$ cat src/rtl/chop_pkg.sv
package chop_pkg;

  typedef enum logic [1:0] {
    PH_IDLE  = 2'd0,
    PH_DRIVE = 2'd1,
    PH_OFF   = 2'd2,
    PH_GAP   = 2'd3
  } phase_e;

  typedef struct packed {
    logic hi_a;
    logic lo_a;
    logic hi_b;
    logic lo_b;
  } gates_t;

  localparam gates_t GATES_NONE  = 4'b0000;
  localparam gates_t GATES_DRIVE = 4'b1001;
  localparam gates_t GATES_FAST  = 4'b0110;
  localparam gates_t GATES_SLOW  = 4'b0101;

endpackage

$ cat src/rtl/trip_sync.sv
module trip_sync #(
  parameter int STAGES = 2
) (
  input  logic clk,
  input  logic rst_n,
  input  logic clr,
  input  logic d,
  output logic q
);

  logic [STAGES-1:0] sr_q;
  logic [STAGES-1:0] sr_d;

  always_comb begin
    sr_d[0] = d;
    for (int i = 1; i < STAGES; i++) begin
      sr_d[i] = sr_q[i-1];
    end
  end

  always_ff @(posedge clk or negedge rst_n) begin
    if (!rst_n) begin
      sr_q <= '0;
    end else if (clr) begin
      sr_q <= '0;
    end else begin
      sr_q <= sr_d;
    end
  end

  assign q = sr_q[STAGES-1];

endmodule

$ cat src/rtl/chop_fsm.sv
module chop_fsm
  import chop_pkg::*;
#(
  parameter int OFF_CYC   = 6000,
  parameter int BLANK_CYC = 200,
  parameter int GAP_CYC   = 95,
  parameter int CNT_W     = 13
) (
  input  logic             clk,
  input  logic             rst_n,
  input  logic             en,
  input  logic             trip_s,
  input  logic             mixed_req,
  output phase_e           phase_d,
  output logic [CNT_W-1:0] cnt_d,
  output logic             mixed_d
);

  localparam logic [CNT_W-1:0] BLANK_LIM = CNT_W'(BLANK_CYC);
  localparam logic [CNT_W-1:0] OFF_LAST  = CNT_W'(OFF_CYC - 1);
  localparam logic [CNT_W-1:0] GAP_LAST  = CNT_W'(GAP_CYC - 1);

  phase_e           phase_q;
  logic [CNT_W-1:0] cnt_q;
  logic             mixed_q;

  always_comb begin
    phase_d = phase_q;
    cnt_d   = cnt_q;
    mixed_d = mixed_q;
    if (!en) begin
      phase_d = PH_IDLE;
      cnt_d   = '0;
      mixed_d = 1'b0;
    end else begin
      unique case (phase_q)
        PH_IDLE: begin
          phase_d = PH_DRIVE;
          cnt_d   = '0;
        end
        PH_DRIVE: begin
          if (cnt_q >= BLANK_LIM && trip_s) begin
            phase_d = PH_OFF;
            cnt_d   = '0;
            mixed_d = mixed_req;
          end else if (cnt_q < BLANK_LIM) begin
            cnt_d = cnt_q + 1'b1;
          end
        end
        PH_OFF: begin
          if (cnt_q == OFF_LAST) begin
            phase_d = PH_GAP;
            cnt_d   = '0;
          end else begin
            cnt_d = cnt_q + 1'b1;
          end
        end
        PH_GAP: begin
          if (cnt_q == GAP_LAST) begin
            phase_d = PH_DRIVE;
            cnt_d   = '0;
          end else begin
            cnt_d = cnt_q + 1'b1;
          end
        end
        default: begin
          phase_d = PH_IDLE;
          cnt_d   = '0;
        end
      endcase
    end
  end

  always_ff @(posedge clk or negedge rst_n) begin
    if (!rst_n) begin
      phase_q <= PH_IDLE;
      cnt_q   <= '0;
      mixed_q <= 1'b0;
    end else begin
      phase_q <= phase_d;
      cnt_q   <= cnt_d;
      mixed_q <= mixed_d;
    end
  end


  blank_hold_chk: assert property (@(posedge clk) disable iff (!rst_n)
    (phase_q == PH_DRIVE && cnt_q < BLANK_LIM && en) |=> phase_q == PH_DRIVE);


  off_hold_chk: assert property (@(posedge clk) disable iff (!rst_n)
    (phase_q == PH_OFF && cnt_q != OFF_LAST && en) |=> phase_q == PH_OFF);


  off_exit_chk: assert property (@(posedge clk) disable iff (!rst_n)
    (phase_q == PH_OFF && en) |=> (phase_q == PH_OFF || phase_q == PH_GAP));


  idle_clear_chk: assert property (@(posedge clk) disable iff (!rst_n)
    !en |=> (phase_q == PH_IDLE && cnt_q == '0));


  start_drive_chk: assert property (@(posedge clk) disable iff (!rst_n)
    (phase_q == PH_IDLE && en) |=> (phase_q == PH_DRIVE && cnt_q == '0));

endmodule

$ cat src/rtl/gate_map.sv
module gate_map
  import chop_pkg::*;
#(
  parameter int FAST_CYC = 1875,
  parameter int GAP_CYC  = 95,
  parameter int CNT_W    = 13
) (
  input  logic             clk,
  input  logic             rst_n,
  input  phase_e           phase_d,
  input  logic [CNT_W-1:0] cnt_d,
  input  logic             mixed_d,
  output gates_t           gates_q
);

  localparam logic [CNT_W-1:0] GAP_END  = CNT_W'(GAP_CYC);
  localparam logic [CNT_W-1:0] FAST_END = CNT_W'(FAST_CYC);
  localparam logic [CNT_W-1:0] SEC_END  = CNT_W'(FAST_CYC + GAP_CYC);

  gates_t gates_d;

  always_comb begin
    gates_d = GATES_NONE;
    unique case (phase_d)
      PH_DRIVE: gates_d = GATES_DRIVE;
      PH_OFF: begin
        if (cnt_d < GAP_END) begin
          gates_d = GATES_NONE;
        end else if (mixed_d && cnt_d < FAST_END) begin
          gates_d = GATES_FAST;
        end else if (mixed_d && cnt_d < SEC_END) begin
          gates_d = GATES_NONE;
        end else begin
          gates_d = GATES_SLOW;
        end
      end
      default: gates_d = GATES_NONE;
    endcase
  end

  always_ff @(posedge clk or negedge rst_n) begin
    if (!rst_n) begin
      gates_q <= GATES_NONE;
    end else begin
      gates_q <= gates_d;
    end
  end


  no_shoot_chk: assert property (@(posedge clk) disable iff (!rst_n)
    !(gates_q.hi_a && gates_q.lo_a) && !(gates_q.hi_b && gates_q.lo_b));


  gap_lo_a_chk: assert property (@(posedge clk) disable iff (!rst_n)
    $rose(gates_q.lo_a) |-> !$past(gates_q.hi_a));


  gap_hi_a_chk: assert property (@(posedge clk) disable iff (!rst_n)
    $rose(gates_q.hi_a) |-> !$past(gates_q.lo_a));


  gap_lo_b_chk: assert property (@(posedge clk) disable iff (!rst_n)
    $rose(gates_q.lo_b) |-> !$past(gates_q.hi_b));


  gap_hi_b_chk: assert property (@(posedge clk) disable iff (!rst_n)
    $rose(gates_q.hi_b) |-> !$past(gates_q.lo_b));

endmodule

$ cat src/rtl/chopper_ctl.sv
module chopper_ctl
  import chop_pkg::*;
#(
  parameter int OFF_CYC     = 6000,
  parameter int BLANK_CYC   = 200,
  parameter int GAP_CYC     = 95,
  parameter int FAST_NUM    = 5,
  parameter int FAST_DEN    = 16,
  parameter int SYNC_STAGES = 2
) (
  input  logic clk,
  input  logic rst_n,
  input  logic en,
  input  logic trip_raw,
  input  logic decay_mixed,
  input  logic force_mixed,
  output logic hi_a,
  output logic lo_a,
  output logic hi_b,
  output logic lo_b
);

  localparam int FAST_CYC = (OFF_CYC * FAST_NUM) / FAST_DEN;
  localparam int MAX_AB   = (OFF_CYC > BLANK_CYC) ? OFF_CYC : BLANK_CYC;
  localparam int CNT_MAX  = (MAX_AB > GAP_CYC) ? MAX_AB : GAP_CYC;
  localparam int CNT_W    = $clog2(CNT_MAX + 1);

  logic             trip_s;
  logic             mixed_req;
  phase_e           phase_d;
  logic [CNT_W-1:0] cnt_d;
  logic             mixed_d;
  gates_t           gates_q;

  assign mixed_req = decay_mixed | force_mixed;

  trip_sync #(
    .STAGES(SYNC_STAGES)
  ) u_sync (
    .clk  (clk),
    .rst_n(rst_n),
    .clr  (!en),
    .d    (trip_raw),
    .q    (trip_s)
  );

  chop_fsm #(
    .OFF_CYC  (OFF_CYC),
    .BLANK_CYC(BLANK_CYC),
    .GAP_CYC  (GAP_CYC),
    .CNT_W    (CNT_W)
  ) u_fsm (
    .clk      (clk),
    .rst_n    (rst_n),
    .en       (en),
    .trip_s   (trip_s),
    .mixed_req(mixed_req),
    .phase_d  (phase_d),
    .cnt_d    (cnt_d),
    .mixed_d  (mixed_d)
  );

  gate_map #(
    .FAST_CYC(FAST_CYC),
    .GAP_CYC (GAP_CYC),
    .CNT_W   (CNT_W)
  ) u_map (
    .clk    (clk),
    .rst_n  (rst_n),
    .phase_d(phase_d),
    .cnt_d  (cnt_d),
    .mixed_d(mixed_d),
    .gates_q(gates_q)
  );

  assign hi_a = gates_q.hi_a;
  assign lo_a = gates_q.lo_a;
  assign hi_b = gates_q.hi_b;
  assign lo_b = gates_q.lo_b;


  off_when_disabled_chk: assert property (@(posedge clk) disable iff (!rst_n)
    !en |=> !(hi_a || lo_a || hi_b || lo_b));

endmodule

$ cat config.mk
export PLATFORM = sky130hd
export DESIGN_NAME = chopper_ctl
export DESIGN_NICKNAME = d
export VERILOG_FILES = /design/src/rtl/chop_pkg.sv /design/src/rtl/trip_sync.sv /design/src/rtl/chop_fsm.sv /design/src/rtl/gate_map.sv /design/src/rtl/chopper_ctl.sv
export SDC_FILE = /design/constraint.sdc
export NUM_CORES = 1
export LEC_CHECK = 0
export ABC_AREA = 0
export BUFFER_PORTS_ARGS = -buffer_cell sky130_fd_sc_hd__buf_2
export CELL_PAD_IN_SITES_DETAIL_PLACEMENT = 2
export CELL_PAD_IN_SITES_GLOBAL_PLACEMENT = 2
export CORE_MARGIN = 2
export CORE_UTILIZATION = 37
export DETAILED_ROUTE_END_ITERATION = 8
export PLACE_DENSITY_LB_ADDON = 0.08
export SKIP_CTS_REPAIR_TIMING = 1
export SYNTH_ARGS = -nofsm -noshare
export SYNTH_HDL_FRONTEND = slang
export SYNTH_HIERARCHICAL = 1
export SYNTH_SLANG_ARGS = --single-unit
$ cat constraint.sdc
create_clock -name clk -period 3 [get_ports clk]
set_input_delay 0.15 -clock clk [delete_from_list [all_inputs] [get_ports clk]]
set_output_delay 0.15 -clock clk [all_outputs]
set_load 0.02 [all_outputs]
Word-level counts from Yosys, hierarchy flattened
Cells that the tools add are included.
Widths: inputs -> output; s select.
- flip-flop bits (word level): 22
- input bits: 6
- reduce and logical (&&, ||, !) cells: 4
- bitwise gates (word level): 1
- add/sub/neg operators: 1
- mux-type cells: 19
- equality and inequality tests: 7
- order comparisons: 5
- operators by type and width (operator ; number):
    $mux 13 ; 5
    $pmux 13 s4 ; 1
    $lt 13x11->1 const B ; 2
    $add 13x1->13 const B ; 1
    $eq 13x13->1 const B ; 1
    $eq 13x7->1 const B ; 1
    $ge 13x8->1 const B ; 1
    $lt 13x7->1 const B ; 1
    $lt 13x8->1 const B ; 1
    $mux 2 ; 5
    $mux 4 ; 2
    $pmux 2 s4 ; 1
    $pmux 4 s2 ; 1
    $eq 2x2->1 const B ; 3
    $eq 2x1->1 const B ; 2
    $logic_and 1x1->1 ; 3
    $mux 1 ; 3
    $mux 3 ; 1
    $logic_not 2->1 ; 1
    $or 1x1->1 ; 1

Longest topological paths before layout
Gate-level depths: netlist of the first run.
- depth in word-level cells: 11
- mapped depth: 11
- mapped depth without buffers: 11

Cells and area by module
The synthesis of the first run kept the hierarchy.
- modules (own cells, without submodules) (module ; cells an instance ; instances ; area an instance (sq um)):
    chop_fsm ; 130 ; 1 ; 1129.8
    gate_map ; 32 ; 1 ; 296.5
    trip_sync ; 4 ; 1 ; 62.6
    chopper_ctl ; 2 ; 1 ; 10.0

Least setup slack after synthesis of the first run
OpenSTA, ideal clock, no wires.
- path kind: register -> register
- start: reg u_fsm.cnt_q[11]
- end: reg, netlist name u_map/gates_q[2]
- path buffers: 0
- cell stages (with the launch flop): 10
- setup slack: 394 ps
- data arrival time: 2519 ps
- library setup time: 87 ps
- data required time: 2913 ps
- cells stage by stage: dfrtp_1 nor4_4 a31oi_2 a211oi_4 a211oi_1 nor4_1 nand4b_1 and4bb_1 nor3_1 a211oi_2
- RTL lines (item ; RTL line ; RTL):
    start, declared ; chop_fsm.sv:24 ; logic [CNT_W-1:0] cnt_q;
    start signal, assigned ; chop_fsm.sv:81 ; cnt_q <= cnt_d;

==> out/qor.csv, run 1 <==
stage;metric;value;unit
yosys;synth.area.mux_share;0.668;%
run;max_cap_viol_count;0;
run_status;status;finished clean;
clocking;clock-root-buffer;clkbuf_8;
sta;finalWorstSetupSlack;3.19;ps
clocking;path_clk_slew;90;ps
routing;post_drt_via_cell_ratio;5.90;
sta;setup_viol;0;
worst_setup_path;cp_max_fo;5;
die;initial_core_util;38.0;%
layout;syn_to_final_growth;27.0;%
worst_setup_path;required;3190;ps
layout;fin_cells;249;
yosys;syn-num-nets;179;
sta;max_slew_margin;65.0;%
layout;final_cell_area;1900;um2
clocking;cts_num_sinks;22;
yosys;yosys_warnings;6;
clocking;cts_buffer_depth;2;
grt;overflow;0;
yosys;yosys.cell_types.count;51;
die;die_height;67.7;um
worst_setup_path;end_kind;flop;
layout;fin_nets;211;
grt;use_met3;3.17;%
min_path;hp-class;input port to flop;
die;die-area;4580;um2
routing;postRouteAntennaNets;0;
grt;grt_pass1_wl;7930;um
sta;hold_viol;0;
layout;post-route-util;48.3;%
grt;track_usage;23.8;%
pwr;p_leak;0.807;nW
layout;final_cell_mix;buf_4, dfrtp_1, inv_1, nor2_1, nand2_1;
yosys;syn_area_per_cell;8.92;um2
clocking;cts_tree;yes;
sta;worstMarginPinSlew;525;ps
grt;grt_busiest_layer;met2;
routing;first_pass_iters;4;
yosys;synth_area;1500;um2
sta;maxSlewViolCount;0;
yosys;yosys.area.top_type;dfrtp_1;
die;ios;10;
sta;final.setup.tns;0;ps
worst_setup_path;start_kind;flop;
yosys;synthCells;168;
yosys;ys_seq_area_share;36.7;%
routing;num_vias;1470;
grt;grt_pass1_vias;1521;
die;die_w;67.7;um
yosys;yosys.area.top_type_share;36.7;%
place;portBuffers;9;
sta;max_freq;334;MHz
clocking;insertion_delay;280;ps
yosys;synth_xor_area_share;0.584;%
pwr;p_per_area;303;nW/um2
layout;drive_gt1_share;32.7;%
pwr;ir_drop;0.191;mV
sta;whs;107;ps
worst_setup_path;crit_type;flop to flop;
place;dp_cells;234;
layout;n_antenna_cell;0;
grt;grt_use_met1;30.9;%
routing;wl;5530;um
clocking;numCtsBuffers;3;
worst_setup_path;arrival;3190;ps
place;preCtsSetupSlack;-62.2;ps
yosys;synth_compound_area_share;20.8;%
yosys;synth_adder_area_share;4.17;%
yosys;ys_seq_elements;22;
die;rows;23;
sta;fin_skew;5.44;ps
grt;grt_max_degree;23;
die;core;3940;um2
routing;drt-wirelength-per-cell;22.2;um
grt;met2_usage;40.8;%
routing;drt_iter0_drc;75;
pwr;design_power_total;0.577;mW
clocking;htree_levels;1;
place;gp_congestion;0.816;
yosys;ys_top_cells_by_area;dfrtp_1, ha_1, nand3_1;
yosys;synth_top_family_by_area;simple AND/OR/NAND/NOR gates;
sta;fin_crit;3000;ps
grt;antenna_found_initial;0;
sta;period_share;99.9;%
routing;drcViolationCount;0;
place;dpl_cell_area;1670;um2
yosys;yosys.area_share.simple;32.6;%
place;hpwl;3780;um
-- metal layers --
metal	wire length, um	vias up
met3	106	11
met1	2490	750
met4	115	0
met5	0	-
met2	2820	21
li1	-	688
-- state kept, by name, indices dropped and copies added (netlist names) --
register	cells
u_fsm/cnt_q	13
u_fsm/mixed_q	1
u_fsm/phase_q	2
u_map/gates_q	4
u_sync/sr_q	2
-- where the power goes --
group | switching (mW) | leakage [nW] | internal [mW] | total (mW)
registers | 0.00384 | 0.298 | 0.300 | 0.304
clock network | 0.110 | 0.0288 | 0.118 | 0.227
logic | 0.0303 | 0.480 | 0.0158 | 0.0461
-- final timing paths --
path / start / slack [ps] / depth (start not counted) / end
max in group asynchronous: rst_n / 2250 / 2 / u_fsm/cnt_q[9]$_DFF_PN0_
worst max register to register: u_fsm/cnt_q[9]$_DFF_PN0_ / 3 / 12 / u_map/gates_q[0]$_DFF_PN0_
worst max-delay path: u_fsm/cnt_q[9]$_DFF_PN0_ / 3 / 12 / u_map/gates_q[0]$_DFF_PN0_
min in group asynchronous: rst_n / 370 / 2 / u_fsm/cnt_q[10]$_DFF_PN0_
worst min register to register: u_sync/sr_q[0]$_DFF_PN0_ / 500 / 1 / u_sync/sr_q[1]$_DFF_PN0_
worst min-delay path: trip_raw / 110 / 2 / u_sync/sr_q[0]$_DFF_PN0_
-- critical path, stage by stage, from the launching register on --
cell,delay (ps)
dfrtp_2,460
nor4_4,380
buf_4,200
buf_4,110
and3_4,210
nor3_4,70
buf_4,160
o31ai_4,390
nor3_2,100
nand4b_1,190
and4bb_2,360
nor4_2,60
a211oi_1,220
-- cell families after synthesis --
kind of cell	count (synthesis)
compound gates	41
buf+inv	16
flops	22
fa+ha+maj	5
simple gates	82
mux	1
xor+xnor	1
-- cell usage after synthesis (all sizes together) --
cell type	number
a2111oi	1
a211o	1
a211oi	7
a21boi	1
a21oi	6
a22oi	1
a31o	1
a31oi	4
a41o	1
and2	2
and3	9
and4	3
and4bb	1
buf	1
clkbuf	3
dfrtp	22
ha	5
inv	12
mux2i	1
nand2	12
nand2b	2
nand3	11
nand3b	1
nand4	6
nand4b	1
nor2	14
nor2b	3
nor3	8
nor4	4
nor4b	1
nor4bb	1
o211a	1
o211ai	1
o21ai	13
o22ai	1
o311ai	1
o31ai	1
or2	1
or3	2
xor2	1
-- layout make-up --
type	instances	area (um2)
well taps	50	62.6
flip-flops and latches	22	552
clock buffers	4	55.1
inverters	12	45.0
fillers	427	2040
repair buffers	31	213
multi-input cells	130	976
Note: power is estimated with default switching activity, not from simulation.
==> inputs of run 2 (changes only) <==
--- a/config.mk
+++ b/config.mk
@@ -12,7 +12,9 @@
 export CORE_MARGIN = 2
 export CORE_UTILIZATION = 37
 export DETAILED_ROUTE_END_ITERATION = 8
+export GPL_ROUTABILITY_DRIVEN = 0
 export PLACE_DENSITY_LB_ADDON = 0.08
+export RECOVER_POWER = 25
 export SKIP_CTS_REPAIR_TIMING = 1
 export SYNTH_ARGS = -nofsm -noshare
 export SYNTH_HDL_FRONTEND = slang
==> out/qor.csv, run 2 (synthesized netlist as in run 1, its figures left out) <==
stage;metric;value;unit;change
pwr;ir_drop;0.191;mV;about the same
die;core;3940;um2;unchanged
sta;max_freq;334;MHz;about the same
pwr;p_leak;0.801;nW;was 0.807 nW
sta;fin_skew;5.36;ps;was 5.44 ps
die;initial_core_util;38.0;%;unchanged
layout;syn_to_final_growth;26.8;%;was 27.0%
clocking;numCtsBuffers;3;;unchanged
grt;grt_pass1_wl;7930;um;unchanged
worst_setup_path;reg2reg_to;u_map/gates_q[0]$_DFF_PN0_;;unchanged
pwr;intPower;0.433;mW;was 0.434 mW
pwr;power_frac_clock;39.4;%;was 39.3%
clocking;insertion_delay;280;ps;about the same
worst_setup_path;crit_type;flop to flop;;unchanged
pwr;p_per_area;304;nW/um2;was 303 nW/um2
grt;grt_max_degree;23;;unchanged
routing;num_vias;1470;;unchanged
grt;antenna_found_initial;0;;unchanged
worst_setup_path;reg2reg_from;u_fsm/cnt_q[9]$_DFF_PN0_;;unchanged
layout;final_cell_area;1900;um2;about the same
routing;post_drt_via_cell_ratio;5.90;;unchanged
pwr;p_seq_share;52.7;%;about the same
place;preCtsSetupSlack;-62.2;ps;unchanged
die;ios;10;;unchanged
clocking;cts_buffer_depth;2;;unchanged
min_path;min_to;u_sync/sr_q[0]$_DFF_PN0_;;unchanged
min_path;holdCritStartpoint;trip_raw;;unchanged
routing;postRouteAntennaNets;0;;unchanged
clocking;path_clk_slew;90;ps;about the same
min_path;hp-class;input port to flop;;unchanged
grt;track_usage;23.8;%;unchanged
worst_setup_path;r2r_slack;6;ps;was 3 ps
run_status;status;finished clean;;unchanged
pwr;power.switching;0.144;mW;about the same
routing;drt_iter0_drc;75;;unchanged
sta;setup_viol;0;;unchanged
pwr;design_power_total;0.577;mW;about the same
layout;n_antenna_cell;0;;unchanged
layout;largest_register_ffs;13;;unchanged
worst_setup_path;arrival;3180;ps;was 3190 ps
layout;top_register;u_fsm/cnt_q;;unchanged
sta;fin_crit;2990;ps;was 3000 ps
worst_setup_path;cp_max_fo;5;;unchanged
die;die-area;4580;um2;unchanged
routing;routed-wl-met2;2820;um;about the same
die;die_w;67.7;um;unchanged
run;max_cap_viol_count;0;;unchanged
place;dpl_cell_area;1670;um2;unchanged
pwr;switching_share;24.9;%;about the same
layout;top_regs;u_fsm/cnt_q (13), u_map/gates_q (4);;unchanged
grt;overflow;0;;unchanged
die;die_height;67.7;um;unchanged
clocking;htree_levels;1;;unchanged
sta;maxSlewViolCount;0;;unchanged
clocking;cts_tree;yes;;unchanged
layout;drive_gt1_share;31.7;%;was 32.7%
worst_setup_path;end_kind;flop;;unchanged
routing;drcViolationCount;0;;unchanged
routing;wl_met1;2490;um;about the same
die;rows;23;;unchanged
clocking;clock-root-buffer;clkbuf_8;;unchanged
routing;top_layer_used;met4;;unchanged
routing;wl;5530;um;about the same
worst_setup_path;reg2reg_depth;12;;unchanged
worst_setup_path;required;3190;ps;about the same
sta;worstMarginPinSlew;1260;ps;was 525 ps
sta;final.setup.tns;0;ps;unchanged
routing;first_pass_iters;4;;unchanged
sta;finalWorstSetupSlack;5.97;ps;was 3.19 ps
place;portBuffers;9;;unchanged
routing;drt-wirelength-per-cell;22.2;um;about the same
layout;post-route-util;48.2;%;was 48.3%
layout;nFillCells;427;;unchanged
worst_setup_path;start_kind;flop;;unchanged
pwr;combPwrFrac;7.9;%;was 8.0%
sta;hold_viol;0;;unchanged
layout;multi_input_area;976;um2;unchanged
layout;fin_nets;211;;unchanged
place;hpwl;3780;um;unchanged
clocking;cts_num_sinks;22;;unchanged
grt;grt_pass1_vias;1521;;unchanged
min_path;min_path_cells;2;;unchanged
sta;period_share;99.8;%;was 99.9%
layout;final_cell_mix;buf_4, dfrtp_1, inv_1, nor2_1, nand2_1;;unchanged
routing;wl_met3;102;um;was 106 um
layout;seqCellArea;552;um2;unchanged
sta;max_slew_margin;15.7;%;was 65.0%
[run 2: changes by cell type in the layout (fill, tap and decap cells not counted)]
cell	delta
clkbuf_1	+2
buf_2	-2
[run 2: layer usage]
layer	vias up	track usage, %
met4	0	6.89
li1	688	-
met3	11	3.17
met5	-	0
met1	750	30.9
met2	21	40.8
[run 2: critical path: stages (launching register included)]
cell and delay [ps]:
dfrtp_2 460, nor4_4 380, buf_4 200, buf_4 110, and3_4 210, nor3_4 70
buf_4 160, o31ai_4 390, nor3_2 100, nand4b_1 190, and4bb_2 360, nor4_2 60
a211oi_1 220
[run 2: final cells by class]
type                    instances  area share [%]
well taps                      50            3.29
inverters                      12            2.37
flip-flops and latches         22            29.0
repair buffers                 31            11.1
clock buffers                   4            2.90
multi-input cells             130            51.3
[run 2: power by group through the flow]
stage / combinational (mW) / sequential (mW) / clock, mW
after floorplan: 0.0192 / 0.311 / 0
after global placement: 0.0396 / 0.310 / 0
after detailed placement: 0.0410 / 0.310 / 0
after CTS: 0.0413 / 0.304 / 0.235
after global routing: 0.0507 / 0.305 / 0.244
final: 0.0457 / 0.304 / 0.227
[run 2: how the worst max path moves through the flow]
stage / slack (ps) / from / cells past startpoint / end
4_1_cts: -70 / u_fsm/cnt_q[9]$_DFF_PN0_ / 10 / u_map/gates_q[0]$_DFF_PN0_
3_3_place_gp: 60 / u_fsm/cnt_q[11]$_DFF_PN0_ / 10 / u_map/gates_q[0]$_DFF_PN0_
3_5_place_dp: -60 / u_fsm/cnt_q[11]$_DFF_PN0_ / 10 / u_map/gates_q[0]$_DFF_PN0_
6_report: 6 / u_fsm/cnt_q[9]$_DFF_PN0_ / 12 / u_map/gates_q[0]$_DFF_PN0_
2_1_floorplan: 390 / u_fsm/cnt_q[11]$_DFF_PN0_ / 9 / u_map/gates_q[2]$_DFF_PN0_
5_1_grt: -160 / u_fsm/cnt_q[9]$_DFF_PN0_ / 11 / u_map/gates_q[0]$_DFF_PN0_
[run 2: through the flow]
stage | std cells | hold WS (ps)
2_1_floorplan | 168 | -146
3_3_place_gp | 234 | 155
3_5_place_dp | 234 | 155
4_1_cts | 238 | -150
5_1_grt | 249 | 105
6_report | 249 | 107
==> inputs of run 3 (changes only) <==
--- a/config.mk
+++ b/config.mk
@@ -15,6 +15,8 @@
 export GPL_ROUTABILITY_DRIVEN = 0
 export PLACE_DENSITY_LB_ADDON = 0.08
 export RECOVER_POWER = 25
+export REMOVE_ABC_BUFFERS = 1
+export SETUP_SLACK_MARGIN = 0.5
 export SKIP_CTS_REPAIR_TIMING = 1
 export SYNTH_ARGS = -nofsm -noshare
 export SYNTH_HDL_FRONTEND = slang
==> out/qor.csv, run 3 (synthesized netlist as in run 1, its figures left out) <==
stage;metric;value;unit;change
clocking;cts_tree;yes;;unchanged
pwr;p_seq_share;46.5;%;was 52.7%
grt;grt_max_degree;23;;unchanged
pwr;switching_share;23.4;%;was 24.9%
die;rows;23;;unchanged
worst_setup_path;cp_max_fo;10;;was 5
sta;fin_skew;3.35;ps;was 5.36 ps
worst_setup_path;arrival;3160;ps;was 3180 ps
pwr;combPwrFrac;9.4;%;was 7.9%
routing;postRouteAntennaNets;0;;unchanged
pwr;p_per_area;309;nW/um2;was 304 nW/um2
place;portBuffers;9;;unchanged
clocking;insertion_delay;280;ps;about the same
sta;fin_crit;2970;ps;was 2990 ps
layout;final_cell_mix;buf_4, dfrtp_1, nand2_1, inv_1, nor2_1;;was buf_4, dfrtp_1, inv_1, nor2_1, nand2_1
grt;overflow;0;;unchanged
pwr;power.switching;0.154;mW;was 0.144 mW
routing;drt-wirelength-per-cell;25.1;um;was 22.2 um
layout;fin_nets;219;;was 211
sta;finalWorstSetupSlack;28.3;ps;was 5.97 ps
clocking;numCtsBuffers;3;;unchanged
place;preCtsSetupSlack;-47.9;ps;was -62.2 ps
layout;largest_register_ffs;13;;unchanged
layout;n_antenna_cell;0;;unchanged
layout;nFillCells;410;;was 427
layout;drive_gt1_share;44.0;%;was 31.7%
pwr;intPower;0.504;mW;was 0.433 mW
grt;antenna_found_initial;0;;unchanged
min_path;hp-class;input port to flop;;unchanged
routing;wl;6450;um;was 5530 um
clocking;cts_num_sinks;22;;unchanged
clocking;htree_levels;1;;unchanged
place;hpwl;3820;um;was 3780 um
routing;drcViolationCount;0;;unchanged
die;die-area;4580;um2;unchanged
routing;first_pass_iters;8;;was 4
sta;rsz0062_at_grt;yes;;
clocking;clock-root-buffer;clkbuf_8;;unchanged
worst_setup_path;crit_type;flop to flop;;unchanged
pwr;p_leak;0.862;nW;was 0.801 nW
layout;final_common_cell;buf_4;;
pwr;power_frac_clock;44.1;%;was 39.4%
sta;max_slew_margin;13.5;%;was 15.7%
run_status;status;finished clean;;unchanged
clocking;cts_buffer_depth;2;;unchanged
pwr;ir_drop;0.176;mV;was 0.191 mV
layout;post-route-util;54.0;%;was 48.2%
die;die_height;67.7;um;unchanged
layout;top_regs;u_fsm/cnt_q (13), u_map/gates_q (4);;unchanged
clocking;path_clk_slew;90;ps;about the same
layout;syn_to_final_growth;41.9;%;was 26.8%
sta;period_share;99.1;%;was 99.8%
die;die_w;67.7;um;unchanged
routing;drt_iter0_drc;129;;was 75
layout;top_register;u_fsm/cnt_q;;unchanged
sta;setup_viol;0;;unchanged
run;max_cap_viol_count;0;;unchanged
worst_setup_path;end_kind;flop;;unchanged
die;initial_core_util;38.0;%;unchanged
die;ios;10;;unchanged
grt;track_usage;24.7;%;was 23.8%
worst_setup_path;required;3190;ps;about the same
routing;num_vias;1554;;was 1470
die;core;3940;um2;unchanged
grt;grt_pass1_wl;8110;um;was 7930 um
sta;max_freq;337;MHz;was 334 MHz
sta;worstMarginPinSlew;1300;ps;was 1260 ps
grt;grt_pass1_vias;1543;;was 1521
worst_setup_path;start_kind;flop;;unchanged
routing;post_drt_via_cell_ratio;6.05;;was 5.90
sta;maxSlewViolCount;0;;unchanged
sta;hold_viol;0;;unchanged
run 3: cell types whose count changed in the layout (fill, tap and decap cells not counted), moves of 3 or more:
cell,previous run,this run
a211oi_1,4,1
buf_4,21,25
dfrtp_2,1,5
and3_1,6,3
and3_2,2,6
dfrtp_1,21,17
buf_6,0,3
a211oi_2,2,5
run 3: area by class of cell:
cell class              instances  area, um2  area share, %
clock buffers                   3       41.3           1.94
clock inverters                 1       30.0           1.41
inverters                      12       47.5           2.24
multi-input cells             130       1090           51.5
flip-flops and latches         22        557           26.2
well taps                      50       62.6           2.94
repair buffers                 39        294           13.8
run 3: worst max-delay path, cell delays in order, from the launching register on:
cell and delay (ps):
dfrtp_1 430, buf_4 200, nor4b_1 340, a41o_2 340, inv_1 160, o31ai_4 300, buf_4 170, nor3_4 40
nand4b_1 190, and4bb_2 380, nor3_2 70, a211oi_2 260
run 3: final timing paths:
path | startpoint | to | slack [ps] | cells past startpoint
max | u_fsm/cnt_q[4]$_DFF_PN0_ | u_map/gates_q[2]$_DFF_PN0_ | 30 | 11
min | trip_raw | u_sync/sr_q[0]$_DFF_PN0_ | 140 | 2
max reg2reg | u_fsm/cnt_q[4]$_DFF_PN0_ | u_map/gates_q[2]$_DFF_PN0_ | 30 | 11
min reg2reg | u_sync/sr_q[0]$_DFF_PN0_ | u_sync/sr_q[1]$_DFF_PN0_ | 530 | 1
max in group asynchronous | rst_n | u_fsm/cnt_q[0]$_DFF_PN0_ | 1470 | 2
min in group asynchronous | rst_n | u_fsm/cnt_q[12]$_DFF_PN0_ | 670 | 2
run 3: per-stage QoR:
stage	power (mW)	std cells	hold WS (ps)	instance area (um2)	TNS [ps]
3_5_place_dp	0.352	235	161	1670	-66.1
3_3_place_gp	0.350	235	153	1670	0
5_1_grt	0.678	257	126	2130	-108
6_report	0.657	257	139	2130	0
4_1_cts	0.642	239	-138	1750	-142
2_1_floorplan	0.329	164	-146	1480	0
run 3: metal layers:
metal  track usage (%)  up-vias  wire, um
li1                  -      699         -
met1              31.1      820      2790
met2              43.5       29      3430
met3              3.33        6       160
met4              7.40        0        72
met5                 0        -         0
run 3: power groups by stage:
stage / logic (mW) / registers [mW] / clock network [mW]
2_1_floorplan: 0.0177 / 0.311 / 0
3_3_place_gp: 0.0401 / 0.310 / 0
3_5_place_dp: 0.0418 / 0.310 / 0
4_1_cts: 0.0430 / 0.305 / 0.294
5_1_grt: 0.0661 / 0.306 / 0.306
6_report: 0.0620 / 0.306 / 0.290
